==> src/rtl/flash_status_pkg.sv <==
package flash_status_pkg;

    typedef struct packed {
        logic ready;
        logic esus;
        logic erase_err;
        logic prog_err;
        logic vpp_err;
        logic psus;
        logic lock_err;
    } bank_stat_t;

    localparam int STAT_W = 8;

    // Bit positions are decoded by host software: 7 ready ... 0 reserved.
    function automatic logic [STAT_W-1:0] stat_to_byte(input bank_stat_t s);
        return {s.ready, s.esus, s.erase_err, s.prog_err,
                s.vpp_err, s.psus, s.lock_err, 1'b0};
    endfunction

endpackage

==> src/rtl/flash_status_bank.sv <==
module flash_status_bank
    import flash_status_pkg::*;
(
    input  logic              clk,
    input  logic              rst_n,
    input  logic              ev_busy,
    input  logic              ev_done,
    input  logic              ev_psus,
    input  logic              ev_esus,
    input  logic              ev_lock_err,
    input  logic              ev_vpp_err,
    input  logic              ev_prog_err,
    input  logic              ev_erase_err,
    input  logic              clr,
    output logic [STAT_W-1:0] stat_byte
);

    bank_stat_t stat_d, stat_q;

    always_comb begin
        stat_d = stat_q;
        if (ev_busy) begin
            stat_d.ready = 1'b0;
            stat_d.psus  = 1'b0;
            stat_d.esus  = 1'b0;
        end
        if (ev_done) stat_d.ready = 1'b1;
        if (ev_psus) begin
            stat_d.psus  = 1'b1;
            stat_d.ready = 1'b1;
        end
        if (ev_esus) begin
            stat_d.esus  = 1'b1;
            stat_d.ready = 1'b1;
        end
        if (clr) begin
            stat_d.lock_err  = 1'b0;
            stat_d.vpp_err   = 1'b0;
            stat_d.prog_err  = 1'b0;
            stat_d.erase_err = 1'b0;
        end
        // error sets placed last so they beat a simultaneous clear
        if (ev_lock_err)  stat_d.lock_err  = 1'b1;
        if (ev_vpp_err)   stat_d.vpp_err   = 1'b1;
        if (ev_prog_err)  stat_d.prog_err  = 1'b1;
        if (ev_erase_err) stat_d.erase_err = 1'b1;
    end

    always_ff @(posedge clk or negedge rst_n) begin
        if (!rst_n) begin
            stat_q       <= '0;
            stat_q.ready <= 1'b1;
        end else begin
            stat_q <= stat_d;
        end
    end

    assign stat_byte = stat_to_byte(stat_q);

    AST_SUSP_IMPLIES_READY: assert property (@(posedge clk) disable iff (!rst_n)
        (stat_q.psus || stat_q.esus) |-> stat_q.ready);
    AST_PROG_ERR_STICKY: assert property (@(posedge clk) disable iff (!rst_n)
        (stat_q.prog_err && !clr) |=> stat_q.prog_err);
    AST_LOCK_ERR_STICKY: assert property (@(posedge clk) disable iff (!rst_n)
        (stat_q.lock_err && !clr) |=> stat_q.lock_err);
    AST_CLEAR_EFFECT: assert property (@(posedge clk) disable iff (!rst_n)
        (clr && !ev_lock_err && !ev_vpp_err && !ev_prog_err && !ev_erase_err)
        |=> (!stat_q.lock_err && !stat_q.vpp_err && !stat_q.prog_err && !stat_q.erase_err));
    AST_SET_BEATS_CLEAR: assert property (@(posedge clk) disable iff (!rst_n)
        (clr && ev_erase_err) |=> stat_q.erase_err);

endmodule

==> src/rtl/flash_status_read.sv <==
module flash_status_read
    import flash_status_pkg::*;
#(
    parameter int NUM_BANKS = 2,
    parameter int BANK_W    = (NUM_BANKS > 1) ? $clog2(NUM_BANKS) : 1,
    parameter int WORD_W    = 16
) (
    input  logic              clk,
    input  logic              rst_n,
    input  logic              ce_n,
    input  logic              oe_n,
    input  logic [BANK_W-1:0] rd_bank,
    input  logic [STAT_W-1:0] bank_bytes [NUM_BANKS],
    output logic [WORD_W-1:0] rd_data
);

    typedef struct packed {
        logic              on;
        logic [WORD_W-1:0] word;
    } rd_state_t;

    rd_state_t rd_d, rd_q;
    logic      strobe_on;
    logic [STAT_W-1:0] sel_byte;

    assign strobe_on = !ce_n && !oe_n;

    always_comb begin
        sel_byte = '0;
        for (int b = 0; b < NUM_BANKS; b++) begin
            if (rd_bank == BANK_W'(b)) sel_byte = bank_bytes[b];
        end
    end

    always_comb begin
        rd_d    = rd_q;
        rd_d.on = strobe_on;
        if (!strobe_on) begin
            rd_d.word = '0;
        end else if (!rd_q.on) begin
            rd_d.word = {{(WORD_W-STAT_W){1'b0}}, sel_byte};
        end
    end

    always_ff @(posedge clk or negedge rst_n) begin
        if (!rst_n) rd_q <= '0;
        else        rd_q <= rd_d;
    end

    assign rd_data = rd_q.word;

    AST_UPPER_ZERO: assert property (@(posedge clk) disable iff (!rst_n)
        (rd_data[WORD_W-1:STAT_W] == '0) && !rd_data[0]);
    AST_HOLD_WHILE_ON: assert property (@(posedge clk) disable iff (!rst_n)
        (strobe_on && rd_q.on) |=> $stable(rd_data));
    AST_IDLE_ZERO: assert property (@(posedge clk) disable iff (!rst_n)
        !strobe_on |=> (rd_data == '0));

endmodule

==> src/rtl/flash_bank_status.sv <==
module flash_bank_status
    import flash_status_pkg::*;
#(
    parameter int NUM_BANKS = 2,
    parameter int BANK_W    = (NUM_BANKS > 1) ? $clog2(NUM_BANKS) : 1,
    parameter int WORD_W    = 16
) (
    input  logic                 clk,
    input  logic                 rst_n,
    input  logic [NUM_BANKS-1:0] ev_busy,
    input  logic [NUM_BANKS-1:0] ev_done,
    input  logic [NUM_BANKS-1:0] ev_psus,
    input  logic [NUM_BANKS-1:0] ev_esus,
    input  logic [NUM_BANKS-1:0] ev_lock_err,
    input  logic [NUM_BANKS-1:0] ev_vpp_err,
    input  logic [NUM_BANKS-1:0] ev_prog_err,
    input  logic [NUM_BANKS-1:0] ev_erase_err,
    input  logic                 clr_req,
    input  logic [BANK_W-1:0]    clr_bank,
    input  logic [BANK_W-1:0]    rd_bank,
    input  logic                 ce_n,
    input  logic                 oe_n,
    output logic [WORD_W-1:0]    rd_data
);

    logic [STAT_W-1:0] bank_bytes [NUM_BANKS];

    for (genvar b = 0; b < NUM_BANKS; b++) begin : g_bank
        logic clr_hit;
        assign clr_hit = clr_req && (clr_bank == BANK_W'(b));

        flash_status_bank i_bank (
            .clk          (clk),
            .rst_n        (rst_n),
            .ev_busy      (ev_busy[b]),
            .ev_done      (ev_done[b]),
            .ev_psus      (ev_psus[b]),
            .ev_esus      (ev_esus[b]),
            .ev_lock_err  (ev_lock_err[b]),
            .ev_vpp_err   (ev_vpp_err[b]),
            .ev_prog_err  (ev_prog_err[b]),
            .ev_erase_err (ev_erase_err[b]),
            .clr          (clr_hit),
            .stat_byte    (bank_bytes[b])
        );
    end

    flash_status_read #(
        .NUM_BANKS (NUM_BANKS),
        .BANK_W    (BANK_W),
        .WORD_W    (WORD_W)
    ) i_read (
        .clk        (clk),
        .rst_n      (rst_n),
        .ce_n       (ce_n),
        .oe_n       (oe_n),
        .rd_bank    (rd_bank),
        .bank_bytes (bank_bytes),
        .rd_data    (rd_data)
    );

endmodule

==> config.mk <==
export PLATFORM = sky130hd
export DESIGN_NAME = flash_bank_status
export DESIGN_NICKNAME = d
export VERILOG_FILES = /design/src/rtl/flash_status_pkg.sv /design/src/rtl/flash_status_bank.sv /design/src/rtl/flash_status_read.sv /design/src/rtl/flash_bank_status.sv
export SDC_FILE = /design/constraint.sdc
export NUM_CORES = 1
export LEC_CHECK = 0
export BUFFER_PORTS_ARGS = -buffer_cell sky130_fd_sc_hd__buf_2
export CAP_MARGIN = 20
export CORE_ASPECT_RATIO = 1.1
export CORE_MARGIN = 5
export CORE_UTILIZATION = 25
export CTS_BUF_LIST = sky130_fd_sc_hd__clkbuf_16
export CTS_CLUSTER_SIZE = 40
export DETAILED_ROUTE_END_ITERATION = 8
export HOLD_SLACK_MARGIN = 0.05
export PLACE_DENSITY_LB_ADDON = 0.3
export SLEW_MARGIN = 20
export SYNTH_ARGS = -nofsm -noshare
export SYNTH_HDL_FRONTEND = slang
export SYNTH_SLANG_ARGS = --single-unit
export TNS_END_PERCENT = 30
==> constraint.sdc <==
create_clock -name clk -period 2.5 [get_ports clk]
set_input_delay 0.5 -clock clk [delete_from_list [all_inputs] [get_ports clk]]
set_output_delay 0.5 -clock clk [all_outputs]
set_load 0.05 [all_outputs]
After elaboration in Yosys (flattened, before gate mapping)
Cells that the tools add are included.
Word-level totals
  register bits: 31
  input bits: 23
  output and inout port bits: 16
  logic and storage cells: 64
Cells by class
  equal/unequal tests: 1
  multiplexer cells: 27
  bitwise gates (word level): 1
  reduce and logical (&&, ||, !) cells: 19
Operators by type and width (count)
  $mux 16: 2
  $reduce_bool 2->1: 12
  $mux 1: 18
  $mux 2: 4
  $mux 8: 1
  $reduce_bool 4->1: 2
  $mux 3: 2
  $logic_and 1x1->1: 3
  $logic_not 1->1: 2
  $ne 2x2->1 const B: 1
  $not 1->1: 1

Longest topological paths before layout
  word-level depth: 4
  gate-level depth with buffers: 3
  mapped depth without buffers: 2

Modules after synthesis
Synthesis repeated with hierarchy kept, for this count alone.
Unflattened totals
  cells, all modules: 91
  area, all modules: 1156.1 µm²
By module, submodules not included
  flash_status_read: instances 1, cells each 53, area an instance 631.9 µm², sequential area each 225.2 µm²
  flash_status_bank: instances 2, cells each 18, area an instance 254.0 µm², sequential area each 176.4 µm²
  flash_bank_status: instances 1, cells each 2, area an instance 16.3 µm², sequential area each 0.0 µm²

Least setup slack after synthesis
Ideal clock, no wire load.
  path kind: input-to-reg
  from: input port rd_bank
  to: register i_read.rd_q, in the netlist i_read.rd_data[1]
  library setup time: 0.120 ns
  arrival time: 1.101 ns
  data required time: 2.380 ns
  path slack: 1.279 ns
  stages on the path: 3
  buffers on the path: 1
  cells stage by stage: buf_6 mux2_4 o211a_1
On the way
  longest elaborated chain between the ends: 3
Ends and longest elaborated chain
  from (decl): RTL line flash_bank_status.sv:20  | input logic [BANK_W-1:0] rd_bank,
  $mux 8: RTL line flash_status_read.sv:31  | if (rd_bank == BANK_W'(b)) sel_byte = bank_bytes[b];
  $mux 16: RTL line flash_status_read.sv:40  | end else if (!rd_q.on) begin
  $mux 16: RTL line flash_status_read.sv:38  | if (!strobe_on) begin
  to (signal assigned): RTL line flash_status_read.sv:47  | else rd_q <= rd_d;
  to (decl): RTL line flash_status_read.sv:22  | rd_state_t rd_d, rd_q;
Every way passes these cells. The select of a mux whose other input is x is not followed.
A chain may end at the register's enable or synchronous reset.

Worst setup path in the final report
  from: register i_read.rd_q, in the netlist i_read.rd_data[1]
  to: output port rd_data[1]
RTL lines
  to (decl): RTL line flash_bank_status.sv:23  | output logic [WORD_W-1:0] rd_data
No word-level cell between the ends.

==> impl_metrics.py <==
metrics = {
    "logic_synthesis": {
        "synth_top_cell_by_area": "dfrtp_1",
        "yosys.area.top_type_share_pct": 47.8,
        "synthesis.area_um2": 1050,
        "ys_warn_count": 0,
        "ys_ff_latch": 22,
        "syn_inst": 81,
        "ys_types": 14,
        "yosysSeqAreaShare_pct": 52.9,
        "synth_area_leaders": "dfrtp_1 (48%), buf_4 (11%), mux2_4 (10%)",
        "syn_area_per_cell_um2": 12.9,
    },
    "place": {
        "dp_hpwl_mm": 1.51,
        "portBuffers": 29,
        "placed_cells": 152,
        "routabilityCongestion": 0.694,
        "place_ws_ns": 1.13,
    },
    "floorplanning": {
        "ios": 39,
        "initial_core_util_pct": 26.2,
        "dieWidth_um": 71.7,
        "dieArea_um2": 5580,
        "die_h_um": 77.8,
        "rows": 24,
        "core_um2": 3990,
    },
    "sta": {
        "fin_tns_setup_ns": 0,
        "min_period_ns": 1.36,
        "fin_skew_ns": 0.00387,
        "rsz0062_at_grt": "no",
        "slew_viol_final": 0,
        "finalHoldViolCount": 0,
        "setup_viol": 0,
        "fmax_mhz": 733,
        "slew_headroom_pct": 63.3,
        "hold_ws_ns": 0.207,
        "worstMarginPinSlew_ns": 0.548,
        "finalCritPeriodShare_pct": 54.6,
        "worst_slack_ns": 1.14,
    },
    "critical_path": {
        "path_delay_family": "flip-flops",
        "critPathBufInv": 1,
        "path_cells": "buf_2",
        "start_kind": "flop",
        "worst-path-max-fanout": 2,
        "arrival_ns": 0.86,
        "worstPathRequired_ns": 2.00,
        "worstSetupPathType": "flop to output port",
        "end_kind": "output port",
        "max_stage_delay_ns": 0.35,
        "slowest_stage": "dfrtp_1",
    },
    "drt": {
        "dr_total_vias": 613,
        "drt-vias-per-instance": 3.93,
        "initialDrtViolationCount": 20,
        "ant_nets": 0,
        "routed_wirelength_mm": 1.89,
        "drtPass1Iterations": 4,
        "drc_errors": 0,
        "wire_per_inst_um": 12.1,
    },
    "clock_tree": {
        "ctsResizeCount": 0,
        "cts_tree": "built",
        "clock_latency_ns": 0.25,
        "ctsHoldBuffers": 0,
        "cts_buffer_depth": 2,
        "path_clk_slew_ns": 0.06,
        "cts_htree_levels": 1,
        "postCtsSetupRepairBufs": 0,
        "cts_sinks": 22,
        "clockRootBuffer": "clkbuf_16",
        "cts_buffers": 3,
    },
    "final_layout": {
        "final_cell_mix": "buf_2 (29), dfrtp_1 (20), a21o_1 (12), conb_1 (9), nand2b_1 (8)",
        "synthToLayoutAreaGrowth_pct": 20.0,
        "nets": 128,
        "final_common_cell": "buf_2",
        "final_cells": 156,
        "n_antenna_cell": 0,
        "drive_gt1_share_pct": 40.4,
    },
    "global_route": {
        "grt_max_degree": 23,
        "grt_pass1_vias": 686,
        "grt_first_pass_wirelength_mm": 3.37,
        "antenna_found_initial": 0,
        "track_usage_pct": 7.58,
        "grt_overflow_total": 0,
    },
    "power": {
        "total_power_w": 0.000968,
        "powerDensity_nw_per_um2": 772,
        "ir_worst_vdd_uv": 325,
        "p_leak_nw": 0.671,
    },
    "min_path": {
        "min_path_type": "primary input to async pin",
    },
    "run_status": {
        "status": "finished, final reports clean",
    },
    "run": {
        "drv_cap": 0,
    },
}
per-layer routing:
layer / routed length (µm) / vias to the layer above / track usage, %
li1: - / 301 / -
met1: 886 / 281 / 9.92
met2: 794 / 29 / 11.6
met3: 193 / 2 / 2.45
met4: 16 / 0 / 2.82
met5: 0 / - / 0
cell usage after synthesis, drive strengths merged:
library cell / n
buf: 18
mux2: 7
inv: 2
nand2b: 8
a21o: 12
dfrtp: 20
conb: 1
nand2: 1
o211a: 7
a2111o: 2
nor2: 1
dfstp: 2
logic make-up (layout without fill, tap and decap cells):
| logic type | after synthesis | count (layout) | synth area share (%) |
|---|---|---|---|
| DFF | 22 | 22 | 52.9 |
| other | 1 | 9 | 0.359 |
| AOI/OAI and AO/OA | 21 | 21 | 17.5 |
| buffers and inverters | 20 | 35 | 13.8 |
| muxes | 7 | 7 | 10.0 |
| and+or+nand+nor | 10 | 10 | 5.50 |
final cells by class:
| cell class | count | area, µm² |
|---|---|---|
| fill | 417 | 2740 |
| sequential | 22 | 553 |
| multi-input combinational | 47 | 379 |
| timing repair buffer | 29 | 145 |
| clock buffer | 3 | 75.1 |
| tap | 52 | 65.1 |
| clock inverter | 1 | 30.0 |
| inverter | 2 | 7.51 |
sequential cells by signal (all words and copies together) (netlist names):
name,flops
i_read.rd_q,1
g_bank.i_bank.stat_byte,14
i_read.rd_data,7
where the power goes:
part	internal, W	total, W	switching [W]
Sequential	0.000378	0.000392	0.0000139
Clock	0.000318	0.000442	0.000125
Combinational	0.0000472	0.000134	0.0000865
Total	0.000743	0.000968	0.000225
worst paths after layout:
| path | start | endpoint | slack, ns | cells past startpoint |
|---|---|---|---|---|
| hold reg to reg | g_bank[1].i_bank.stat_byte[4] | g_bank[1].i_bank.stat_byte[4] | 0.48 | 1 |
| setup reg to reg | g_bank[0].i_bank.stat_byte[1] | i_read.rd_data[1] | 1.53 | 2 |
| max in group asynchronous | rst_n | g_bank[0].i_bank.stat_byte[7] | 1.94 | 1 |
| setup / recovery | i_read.rd_data[1] | rd_data[1] | 1.14 | 1 |
| hold / removal | rst_n | g_bank[1].i_bank.stat_byte[1] | 0.21 | 1 |
| min in group clk | ev_vpp_err[1] | g_bank[1].i_bank.stat_byte[3] | 0.42 | 2 |
stage by stage:
stage / instance area (µm²) / utilization, %
final: 1250 / 31.4
after CTS: 1250 / 31.4
after detailed placement: 1150 / 28.8
after global routing: 1250 / 31.4
after floorplan: 1080 / -
after global placement: 1150 / 28.8
No activity file was read; power rests on OpenSTA's default activity.
